**src/rtl/tmr_pkg.sv**
```systemverilog
package tmr_pkg;
  typedef enum logic [1:0] {MD_RELOAD, MD_CAPTURE, MD_BAUD, MD_CLKOUT} tmr_mode_e;

  // packed: run is bit 0, rx_sel is bit 7
  typedef struct packed {
    logic rx_sel;
    logic tx_sel;
    logic out_en;
    logic dir_en;
    logic ex_en;
    logic cap_sel;
    logic ext_cnt;
    logic run;
  } tmr_ctrl_t;

  localparam int CTRL_W  = 8;
  localparam int OVF_BIT = 8;
  localparam int EXF_BIT = 9;
  localparam logic [1:0] WSEL_CNT  = 2'd0;
  localparam logic [1:0] WSEL_RLD  = 2'd1;
  localparam logic [1:0] WSEL_CTRL = 2'd2;
endpackage

```
**src/rtl/tmr_pin_sync.sv**
```systemverilog
module tmr_pin_sync #(
  parameter int STAGES = 2
) (
  input  logic clk,
  input  logic rst_n,
  input  logic pin,
  output logic lvl,
  output logic lvl_d
);
  logic [STAGES-1:0] chain;

  generate
    if (STAGES == 1) begin : g_one
      always_ff @(posedge clk or negedge rst_n)
        if (!rst_n) chain <= '0;
        else        chain <= pin;
    end else begin : g_many
      always_ff @(posedge clk or negedge rst_n)
        if (!rst_n) chain <= '0;
        else        chain <= {chain[STAGES-2:0], pin};
    end
  endgenerate

  always_ff @(posedge clk or negedge rst_n)
    if (!rst_n) lvl_d <= 1'b0;
    else        lvl_d <= chain[STAGES-1];

  assign lvl = chain[STAGES-1];
endmodule

```
**src/rtl/tmr_ctrl_regs.sv**
```systemverilog
module tmr_ctrl_regs
  import tmr_pkg::*;
(
  input  logic              clk,
  input  logic              rst_n,
  input  logic              wr_ctrl,
  input  logic [CTRL_W-1:0] wdata,
  output tmr_ctrl_t         ctrl,
  output tmr_mode_e         mode
);
  always_ff @(posedge clk or negedge rst_n)
    if (!rst_n)       ctrl <= '0;
    else if (wr_ctrl) ctrl <= tmr_ctrl_t'(wdata);

  // serial select wins, then clock-out, then capture
  always_comb begin
    if (ctrl.tx_sel || ctrl.rx_sel)        mode = MD_BAUD;
    else if (!ctrl.cap_sel && ctrl.out_en) mode = MD_CLKOUT;
    else if (ctrl.cap_sel)                 mode = MD_CAPTURE;
    else                                   mode = MD_RELOAD;
  end
endmodule

```
**src/rtl/tmr_core.sv**
```systemverilog
module tmr_core
  import tmr_pkg::*;
#(
  parameter int W = 16
) (
  input  logic         clk,
  input  logic         rst_n,
  input  tmr_ctrl_t    ctrl,
  input  tmr_mode_e    mode,
  input  logic         step,
  input  logic         ex_lvl,
  input  logic         ex_fall,
  input  logic         wr_cnt,
  input  logic         wr_rld,
  input  logic         wr_flags,
  input  logic [W-1:0] wdata,
  input  logic         ovf_wr,
  input  logic         exf_wr,
  output logic [W-1:0] cnt_q,
  output logic [W-1:0] rld_q,
  output logic         ovf_q,
  output logic         exf_q,
  output logic         tick_q,
  output logic         cko_q,
  output logic         tog_q
);
  localparam logic [W-1:0] ALL_ONES = {W{1'b1}};

  logic [W-1:0] cnt_n, rld_n;
  logic         ovf_n, exf_n, tick_n, cko_n, tog_n;
  logic         at_max, at_rld, go_up;

  assign at_max = (cnt_q == ALL_ONES);
  assign at_rld = (cnt_q == rld_q);
  assign go_up  = !ctrl.dir_en || ex_lvl;

  always_comb begin
    cnt_n  = cnt_q;
    rld_n  = rld_q;
    ovf_n  = ovf_q;
    exf_n  = exf_q;
    tick_n = 1'b0;
    cko_n  = cko_q;
    tog_n  = tog_q;
    if (step) begin
      unique case (mode)
        MD_RELOAD: begin
          if (go_up) begin
            if (at_max) begin
              cnt_n = rld_q;
              ovf_n = 1'b1;
              if (ctrl.dir_en) tog_n = !tog_q;
            end else begin
              cnt_n = cnt_q + 1'b1;
            end
          end else if (at_rld) begin
            cnt_n = ALL_ONES;
            ovf_n = 1'b1;
            tog_n = !tog_q;
          end else begin
            cnt_n = cnt_q - 1'b1;
          end
        end
        MD_CAPTURE: begin
          cnt_n = cnt_q + 1'b1;
          if (at_max) ovf_n = 1'b1;
        end
        MD_BAUD: begin
          if (at_max) begin
            cnt_n  = rld_q;
            tick_n = 1'b1;
          end else begin
            cnt_n = cnt_q + 1'b1;
          end
        end
        MD_CLKOUT: begin
          if (at_max) begin
            cnt_n = rld_q;
            cko_n = !cko_q;
          end else begin
            cnt_n = cnt_q + 1'b1;
          end
        end
        default: ;
      endcase
    end
    if (mode == MD_CAPTURE && ctrl.ex_en && ex_fall) begin
      rld_n = cnt_q;
      exf_n = 1'b1;
    end
    if (wr_cnt) cnt_n = wdata;
    if (wr_rld) rld_n = wdata;
    if (wr_flags) begin
      ovf_n = ovf_wr;
      exf_n = exf_wr;
    end
  end

  always_ff @(posedge clk or negedge rst_n)
    if (!rst_n) begin
      cnt_q  <= '0;
      rld_q  <= '0;
      ovf_q  <= 1'b0;
      exf_q  <= 1'b0;
      tick_q <= 1'b0;
      cko_q  <= 1'b0;
      tog_q  <= 1'b0;
    end else begin
      cnt_q  <= cnt_n;
      rld_q  <= rld_n;
      ovf_q  <= ovf_n;
      exf_q  <= exf_n;
      tick_q <= tick_n;
      cko_q  <= cko_n;
      tog_q  <= tog_n;
    end
endmodule

```
**src/rtl/updown_timer.sv**
```systemverilog
module updown_timer
  import tmr_pkg::*;
#(
  parameter int W           = 16,
  parameter int SYNC_STAGES = 2
) (
  input  logic         clk,
  input  logic         rst_n,
  input  logic         cnt_pin,
  input  logic         ex_pin,
  input  logic         wr_en,
  input  logic [1:0]   wr_sel,
  input  logic [W-1:0] wr_data,
  output logic [W-1:0] count_o,
  output logic [W-1:0] reload_o,
  output logic         ovf_flag,
  output logic         ex_flag,
  output logic         baud_tick,
  output logic         clk_out,
  output logic         dir_toggle
);
  localparam int NPIN  = 2;
  localparam int P_CNT = 0;
  localparam int P_EX  = 1;

  tmr_ctrl_t       ctrl_w;
  tmr_mode_e       mode_w;
  logic [NPIN-1:0] pins, lvl, lvl_d, fall;
  logic            step, wr_ctrl;

  assign pins = {ex_pin, cnt_pin};

  generate
    for (genvar i = 0; i < NPIN; i++) begin : g_sync
      tmr_pin_sync #(.STAGES(SYNC_STAGES)) u_sync (
        .clk  (clk),
        .rst_n(rst_n),
        .pin  (pins[i]),
        .lvl  (lvl[i]),
        .lvl_d(lvl_d[i])
      );
      assign fall[i] = lvl_d[i] & ~lvl[i];
    end
  endgenerate

  assign wr_ctrl = wr_en && (wr_sel == WSEL_CTRL);

  tmr_ctrl_regs u_ctrl (
    .clk    (clk),
    .rst_n  (rst_n),
    .wr_ctrl(wr_ctrl),
    .wdata  (wr_data[CTRL_W-1:0]),
    .ctrl   (ctrl_w),
    .mode   (mode_w)
  );

  assign step = ctrl_w.run && (ctrl_w.ext_cnt ? fall[P_CNT] : 1'b1);

  tmr_core #(.W(W)) u_core (
    .clk     (clk),
    .rst_n   (rst_n),
    .ctrl    (ctrl_w),
    .mode    (mode_w),
    .step    (step),
    .ex_lvl  (lvl[P_EX]),
    .ex_fall (fall[P_EX]),
    .wr_cnt  (wr_en && (wr_sel == WSEL_CNT)),
    .wr_rld  (wr_en && (wr_sel == WSEL_RLD)),
    .wr_flags(wr_ctrl),
    .wdata   (wr_data),
    .ovf_wr  (wr_data[OVF_BIT]),
    .exf_wr  (wr_data[EXF_BIT]),
    .cnt_q   (count_o),
    .rld_q   (reload_o),
    .ovf_q   (ovf_flag),
    .exf_q   (ex_flag),
    .tick_q  (baud_tick),
    .cko_q   (clk_out),
    .tog_q   (dir_toggle)
  );
endmodule

```
**config.mk**
```make
export PLATFORM = sky130hd
export DESIGN_NAME = updown_timer
export DESIGN_NICKNAME = d
export VERILOG_FILES = /design/src/rtl/tmr_pkg.sv /design/src/rtl/tmr_pin_sync.sv /design/src/rtl/tmr_ctrl_regs.sv /design/src/rtl/tmr_core.sv /design/src/rtl/updown_timer.sv
export SDC_FILE = /design/constraint.sdc
export NUM_CORES = 1
export LEC_CHECK = 0
export BUFFER_PORTS_ARGS = -buffer_cell sky130_fd_sc_hd__buf_2
export CORE_MARGIN = 1
export CORE_UTILIZATION = 60
export DETAILED_ROUTE_END_ITERATION = 12
export PLACE_DENSITY_LB_ADDON = 0.12
export RECOVER_POWER = 25
export SLEW_MARGIN = 30
export SYNTH_ARGS = -nofsm -noshare
export SYNTH_HDL_FRONTEND = slang
export SYNTH_SLANG_ARGS = --single-unit
```
**constraint.sdc**
```tcl
create_clock -name clk -period 4.35 [get_ports clk]
set_input_delay 0.87 -clock clk [delete_from_list [all_inputs] [get_ports clk]]
set_output_delay 0.87 -clock clk [all_outputs]
set_load 0.01 [all_outputs]
```
==> results.py, run 1 <==
metrics = {
    "timing": {
        "rsz0062_at_grt": "false",
        "setup_viol": 0,
        "slew_viol_final": 0,
        "skew_ns": 0.006448,
        "tightest_slew_ns": 0.8596,
        "slew_headroom_pct": 42.31,
        "hold_viol": 0,
        "max_freq_ghz": 0.3450,
        "timing.setup.tns_ns": 0,
        "fin_crit_sh_pct": 66.63,
        "layout_min_cycle_time_ns": 2.898,
    },
    "min_path": {
        "hp-start": "g_sync[0].u_sync.chain[0]$_DFF_PN0_",
        "whs_endpoint": "g_sync[0].u_sync.chain[1]$_DFF_PN0_",
        "min_path_cells": 0,
        "hold_path_class": "register to register",
    },
    "clock_tree": {
        "cts.sinks": 51,
        "clk_latency_ns": 0.31,
        "cts_tree": "done",
        "cts_resized": 0,
        "cts_buffers": 5,
        "root_buffer": "clkbuf_8",
        "clock_path_buffers": 2,
        "htreeDepth": 2,
        "ctsHoldBuffers": 0,
        "path_clk_slew_ns": 0.10,
        "post-cts-setup-buffer-count": 0,
    },
    "synthesis": {
        "synth_common_cells": "51 x dfrtp_1, 41 x nor2_1, 40 x a21oi_1, 28 x xor2_1, 27 x nand2_1",
        "yosys.area_share.simple_pct": 23.19,
        "syn_area_mm2": 0.003621,
        "synth.net_count": 438,
        "synth_area_leaders": "dfrtp_1 35%, xor2_1 6.8%, a21oi_1 5.5%, mux2i_1 5.3%, nor2_1 4.3%",
        "synth_edf_count": 0,
        "ys_seq_area_share_pct": 35.25,
        "ys.flop_type": "dfrtp_1",
        "synth.most_common_cell": "dfrtp_1",
        "post_synth_xor_area_fraction_pct": 9.917,
        "ys_seq_elements": 51,
        "synthCells": 413,
        "ys_types": 54,
        "synth_top_area_cell": "dfrtp_1",
        "async_reset_ff_share_pct": 100.0,
        "synth_area_per_cell_um2": 8.767,
        "synthMuxAreaShare_pct": 8.984,
        "synth_warnings": 0,
        "synthAdderAreaFrac_pct": 0.6911,
        "synth_top_family_by_area": "simple AND/OR/NAND/NOR gates",
        "synth_top_cell_area_share_pct": 35.25,
        "synth_compound_area_share_pct": 17.21,
    },
    "detailed_routing": {
        "route.vias.total": 3566,
        "drc": 0,
        "vias_per_cell": 6.779,
        "dr.pass1.iters": 6,
        "drt-total-wl_mm": 11.29,
        "routedWlPerCell_um": 21.47,
        "drt_iter0_drc": 516,
        "ant_nets": 0,
    },
    "setup_path": {
        "r2r-start": "u_core.cnt_q[2]$_DFFE_PN0P_",
        "worst_setup_path_start_kind": "register",
        "cp_data_arrival_time_ns": 3.10,
        "r2r_cells": 5,
        "rrSetupSlack_ns": 1.45,
        "timing.rr.end": "u_core.cnt_q[8]$_DFFE_PN0P_",
        "worstSetupEndpointType": "register",
        "critPathRequiredTime_ns": 4.55,
        "critical_path_class": "register to register",
        "crit_path_max_fanout": 15,
    },
    "global_route": {
        "antenna_found_initial": 0,
        "grt_max_degree": 52,
        "grt_pass1_wl_mm": 17.75,
        "grt.total_usage_pct": 37.37,
        "grt_overflow": 0,
        "grt_pass1_vias": 3342,
    },
    "finish": {
        "layout-drive-gt1-share_pct": 21.37,
        "antenna_cells": 0,
        "fin_cells": 526,
        "nets": 478,
        "area_growth_pct": 11.82,
    },
    "run_status": {
        "status": "complete, no violations",
    },
    "die": {
        "std_cell_rows": 27,
        "dieWidth_um": 79.69,
        "ioPinCount": 60,
        "start_util_pct": 63.80,
        "core_area_mm2": 0.005675,
        "dieArea_mm2": 0.006350,
        "die_h_um": 79.69,
    },
    "placed_design": {
        "numPortBuffers": 59,
        "place.gp.congestion": 0.9430,
        "dp_cells": 518,
        "dpl.hpwl_mm": 7.633,
    },
    "power_and_ir_drop": {
        "vdd_drop_max_v": 0.0003343,
        "power.density_mw_per_mm2": 549.0,
        "p_leak_nw": 1.625,
    },
    "flow_run": {
        "max_cap_violations": 0,
    },
}
==> layout make-up <==
class	count	area [um^2]
clock buffer	6	82.58
tap	72	90.09
inverter	5	18.77
sequential	51	1276
timing repair buffer	66	347.8
clock inverter	2	38.79
multi-input combinational	324	2195
fill	475	1627
==> cell usage in the layout (no fill, tap or decap), types with 7 or more instances in the layout <==
cell	n
nor2_1	41
xnor2_1	13
buf_2	59
nand2_1	27
o221ai_1	7
o21ai_0	14
a21oi_1	40
nand3_1	17
or3_1	7
and3_1	8
xor2_1	28
nor3_1	12
dfrtp_1	51
nor4_1	10
mux2_2	12
mux2i_1	19
buf_4	7
nand4_1	8
==> flip-flops by register name, summed over array words and instances (netlist names) <==
register             flops
u_ctrl.ctrl              8
u_core.ovf_q             1
u_core.tick_q            1
u_core.exf_q             1
u_core.tog_q             1
g_sync.u_sync.chain      4
u_core.cko_q             1
g_sync.u_sync.lvl_d      2
u_core.rld_q            16
u_core.cnt_q            16
==> worst max-delay path, cell delays in order (launching register included) <==
cell and delay (ns):
dfrtp_1 0.69, nand3_2 0.43, nor3_2 0.44, nand2_1 0.47, o311a_1 0.49, a32o_1 0.26
==> stage by stage <==
step | setup slack (ns) | area [um^2] | util (%) | total power, mW | hold slack [ns]
after CTS | 1.578 | 4043 | 71.23 | 2.187 | 0.3727
after global routing | 1.348 | 4049 | 71.34 | 2.347 | 0.3825
after detailed placement | 1.460 | 3921 | 69.09 | 1.832 | 0.3418
after global placement | 1.511 | 3921 | 69.09 | 1.809 | 0.3403
final | 1.452 | 4049 | 71.34 | 2.223 | 0.3696
after floorplan | 1.969 | 3621 | - | 1.538 | 0.3312
==> routing by layer <==
metal  global-route usage, %  part of all wire [%]  wire [um]
met1                   50.18                    40       4568
met2                   57.35                    45       5137
met3                   11.54                    11       1298
met4                   11.45                   2.6        289
met5                       0                     0          0
==> where the power goes <==
part           internal [mW]  total [mW]  switching, mW
clock                  0.189       0.359          0.169
sequential             0.594       0.941          0.347
combinational          0.413       0.923          0.510
==> worst max-delay path by stage <==
stage / startpoint / end / slack, ns / depth (start not counted)
2_1_floorplan: wr_sel[1] / u_core.cnt_q[12]$_DFFE_PN0P_ / 1.97 / 6
3_3_place_gp: wr_sel[1] / u_core.cnt_q[5]$_DFFE_PN0P_ / 1.51 / 6
3_5_place_dp: wr_en / u_core.cnt_q[15]$_DFFE_PN0P_ / 1.46 / 6
4_1_cts: u_core.cnt_q[2]$_DFFE_PN0P_ / u_core.cnt_q[8]$_DFFE_PN0P_ / 1.58 / 5
5_1_grt: u_core.cnt_q[2]$_DFFE_PN0P_ / u_core.cnt_q[9]$_DFFE_PN0P_ / 1.35 / 6
6_report: u_core.cnt_q[2]$_DFFE_PN0P_ / u_core.cnt_q[8]$_DFFE_PN0P_ / 1.45 / 5
==> kinds of logic (layout without fill, tap and decap cells) <==
logic type	after synthesis	after routing
AND/OR/NAND/NOR	153	153
AO/OA/AOI/OAI	97	97
multiplexers	31	31
adder cells (fa/ha/maj)	2	2
flip-flops	51	51
buffers and inverters	38	79
XOR/XNOR	41	41
No activity file was read; power rests on OpenSTA's default activity.
==> run 2, diff against run 1 <==
--- a/config.mk
+++ b/config.mk
@@ -5,9 +5,10 @@
 export SDC_FILE = /design/constraint.sdc
 export NUM_CORES = 1
 export LEC_CHECK = 0
+export ABC_AREA = 1
 export BUFFER_PORTS_ARGS = -buffer_cell sky130_fd_sc_hd__buf_2
 export CORE_MARGIN = 1
-export CORE_UTILIZATION = 60
+export CORE_UTILIZATION = 58
 export DETAILED_ROUTE_END_ITERATION = 12
 export PLACE_DENSITY_LB_ADDON = 0.12
 export RECOVER_POWER = 25
==> constraint.sdc (replaced) <==
create_clock -name clk -period 2.75 [get_ports clk]
set_input_delay 0.55 -clock clk [delete_from_list [all_inputs] [get_ports clk]]
set_output_delay 0.55 -clock clk [all_outputs]
set_load 0.01 [all_outputs]
==> results.py, run 2 <==
metrics = {
    "power_and_ir_drop": {
        "p_int_mw": 2.018,
        "switchingPower_mw": 2.219,
        "vdd_drop_max_v": 0.0004059,
        "p_seq_share_pct": 32.9,
        "swShare_pct": 52.37,
        "power.share.clock_pct": 11.8,
        "pwr-share-comb_pct": 55.2,
        "power.density_mw_per_mm2": 922.0,
        "p_leak_nw": 2.535,
    },
    "clock_tree": {
        "path_clk_slew_ns": 0.11,
        "clock_path_buffers": 2,
        "ctsHoldBuffers": 0,
        "root_buffer": "clkbuf_8",
        "cts_resized": 0,
        "clk_latency_ns": 0.33,
        "cts.sinks": 51,
        "cts_buffers": 5,
        "htreeDepth": 2,
        "cts_tree": "done",
        "post-cts-setup-buffer-count": 0,
    },
    "setup_path": {
        "timing.rr.end": "u_core.cnt_q[14]$_DFFE_PN0P_",
        "cp_cell_sequence": "inv_1 -> ha_1 -> nand2_1 -> nor2_1 -> nand2_1 -> o21ai_0 -> nand4_1 -> nand2_1 -> nand2_1 -> nand2_1 -> nand2_1",
        "cpMostUsedCell": "nand2_1",
        "cp_data_arrival_time_ns": 2.45,
        "critical_path_class": "register to register",
        "slowest_delay_ns": 0.46,
        "r2r_cells": 11,
        "critPathRequiredTime_ns": 2.98,
        "crit_path_max_fanout": 7,
        "rrSetupSlack_ns": 0.52,
        "critPathCapture": "u_core.cnt_q[14]$_DFFE_PN0P_",
        "r2r-start": "u_core.cnt_q[0]$_DFFE_PN0P_",
        "cpMaxStageDelayCell": "dfrtp_1",
        "worst_setup_path_start_kind": "register",
        "critical_path.startpoint": "u_core.cnt_q[0]$_DFFE_PN0P_",
        "worstSetupEndpointType": "register",
    },
    "die": {
        "std_cell_rows": 30,
        "start_util_pct": 60.40,
        "core_area_mm2": 0.006869,
        "dieWidth_um": 86.58,
        "dieArea_mm2": 0.007495,
        "die_h_um": 86.58,
        "ioPinCount": 60,
    },
    "synthesis": {
        "syn_area_mm2": 0.004149,
        "synth_area_leaders": "dfrtp_1 31%, nand2_1 21%, nand3_1 7.8%, inv_1 6.5%, nor2_1 6.2%",
        "synth_common_cells": "232 x nand2_1, 72 x inv_1, 68 x nor2_1, 65 x nand3_1, 51 x dfrtp_1",
        "synth_warnings": 0,
        "synthCells": 673,
        "synth_edf_count": 0,
        "synth.net_count": 698,
        "ys.flop_type": "dfrtp_1",
        "ys_seq_elements": 51,
        "async_reset_ff_share_pct": 100.0,
        "synth_top_area_cell": "dfrtp_1",
        "ys_types": 36,
        "synth_area_per_cell_um2": 6.165,
        "synth.most_common_cell": "nand2_1",
        "ys_seq_area_share_pct": 30.76,
        "synth_top_cell_area_share_pct": 30.76,
    },
    "detailed_routing": {
        "drt-total-wl_mm": 13.08,
        "routedWlPerCell_um": 15.95,
        "drc": 0,
        "ant_nets": 0,
        "drt_iter0_drc": 413,
        "dr.pass1.iters": 5,
        "vias_per_cell": 5.740,
        "route.vias.total": 4707,
    },
    "timing": {
        "timing.setup.tns_ns": 0,
        "fin_crit_sh_pct": 81.06,
        "max_freq_ghz": 0.4486,
        "slew_headroom_pct": 30.87,
        "whs_ns": 0.3217,
        "setup_viol": 0,
        "layout_min_cycle_time_ns": 2.229,
        "slew_viol_final": 0,
        "rsz0062_at_grt": "false",
        "hold_viol": 0,
        "tightest_slew_ns": 1.037,
        "skew_ns": 0.009061,
    },
    "min_path": {
        "hold_path_class": "input pin to register",
        "hp-start": "ex_pin",
    },
    "finish": {
        "layout-drive-gt1-share_pct": 15.19,
        "reg_top3": "u_core.cnt_q x16, u_core.rld_q x16, u_ctrl.ctrl x8",
        "fin_cells": 820,
        "nets": 748,
        "area_growth_pct": 10.77,
        "antenna_cells": 0,
        "final_common_cell": "nand2_1",
        "mostFrequentLayoutCells": "232 x nand2_1, 72 x inv_1, 68 x nor2_1",
    },
    "placed_design": {
        "place.gp.congestion": 0.9506,
        "numPortBuffers": 59,
        "dp_cells": 812,
        "dpl.hpwl_mm": 9.483,
    },
    "run_status": {
        "status": "complete, no violations",
    },
    "global_route": {
        "grt_overflow": 0,
        "antenna_found_initial": 0,
        "grt_pass1_wl_mm": 20.95,
        "grt.total_usage_pct": 36.67,
        "grt_max_degree": 35,
        "grt_pass1_vias": 4285,
    },
    "flow_run": {
        "max_cap_violations": 0,
    },
}
[run 2: changes by cell type after synthesis, sizes merged, moves of 11 or more]
cell,previous run,this run
nand2,27,242
inv,5,80
nand3,18,68
nor2,41,76
o21ai,16,46
a21oi,40,14
mux2i,19,0
xor2,28,10
o211ai,3,18
nor4,14,0
mux2,12,0
xnor2,13,2
[run 2: worst max-delay path, delay by kind of cell, from the launching register on]
family / cells / cell delay [ns]
and+or+nand+nor: 8 / 0.99
DFF: 1 / 0.46
adders and majority gates: 1 / 0.26
buffers and inverters: 1 / 0.23
AOI/OAI and AO/OA: 1 / 0.19
[run 2: worst min-delay path by stage]
stage | cells past startpoint | endpoint
2_1_floorplan | 0 | g_sync[0].u_sync.chain[0]$_DFF_PN0_
3_3_place_gp | 0 | g_sync[1].u_sync.chain[1]$_DFF_PN0_
3_5_place_dp | 0 | g_sync[1].u_sync.chain[1]$_DFF_PN0_
4_1_cts | 1 | u_core.rld_q[6]$_DFFE_PN0P_
5_1_grt | 1 | g_sync[0].u_sync.chain[0]$_DFF_PN0_
6_report | 1 | g_sync[1].u_sync.chain[0]$_DFF_PN0_
[run 2: power by group through the flow]
stage	sequential (mW)	clock (mW)	combinational, mW
floorplan	1.29	0	1.72
global placement	1.39	0	2.25
detailed placement	1.40	0	2.30
CTS	1.38	0.500	2.31
global route	1.43	0.532	2.63
finish	1.40	0.500	2.34
[run 2: cells by family after synthesis]
family	after synthesis	share of synthesized area, %
compound gates	85	11.73
xor+xnor	12	2.533
flops	51	30.76
fa+ha+maj	2	0.6030
simple gates	411	43.09
buf+inv	112	11.28
[run 2: area by class of cell]
cell class	instances	area, um^2
clock buffer	5	68.82
clock inverter	3	27.53
fill	643	2273
inverter	84	316.6
multi-input combinational	510	2405
sequential	51	1276
tap	96	120.1
timing repair buffer	71	381.6
[run 2: layer usage]
layer	GRT usage, %	part of all wire [%]
met3	6.000	11
met1	50.15	41
met5	0	0
met2	58.59	45
met4	13.48	2.9
[run 2: through the flow]
step | power [mW] | worst slack (ns) | util, % | area (um^2)
finish | 4.237 | 0.5208 | 66.90 | 4596
global placement | 3.642 | 0.6268 | 65.56 | 4503
CTS | 4.190 | 0.5447 | 66.96 | 4599
floorplan | 3.003 | 0.9539 | - | 4149
global route | 4.589 | 0.3339 | 66.90 | 4596
detailed placement | 3.694 | 0.5612 | 65.56 | 4503
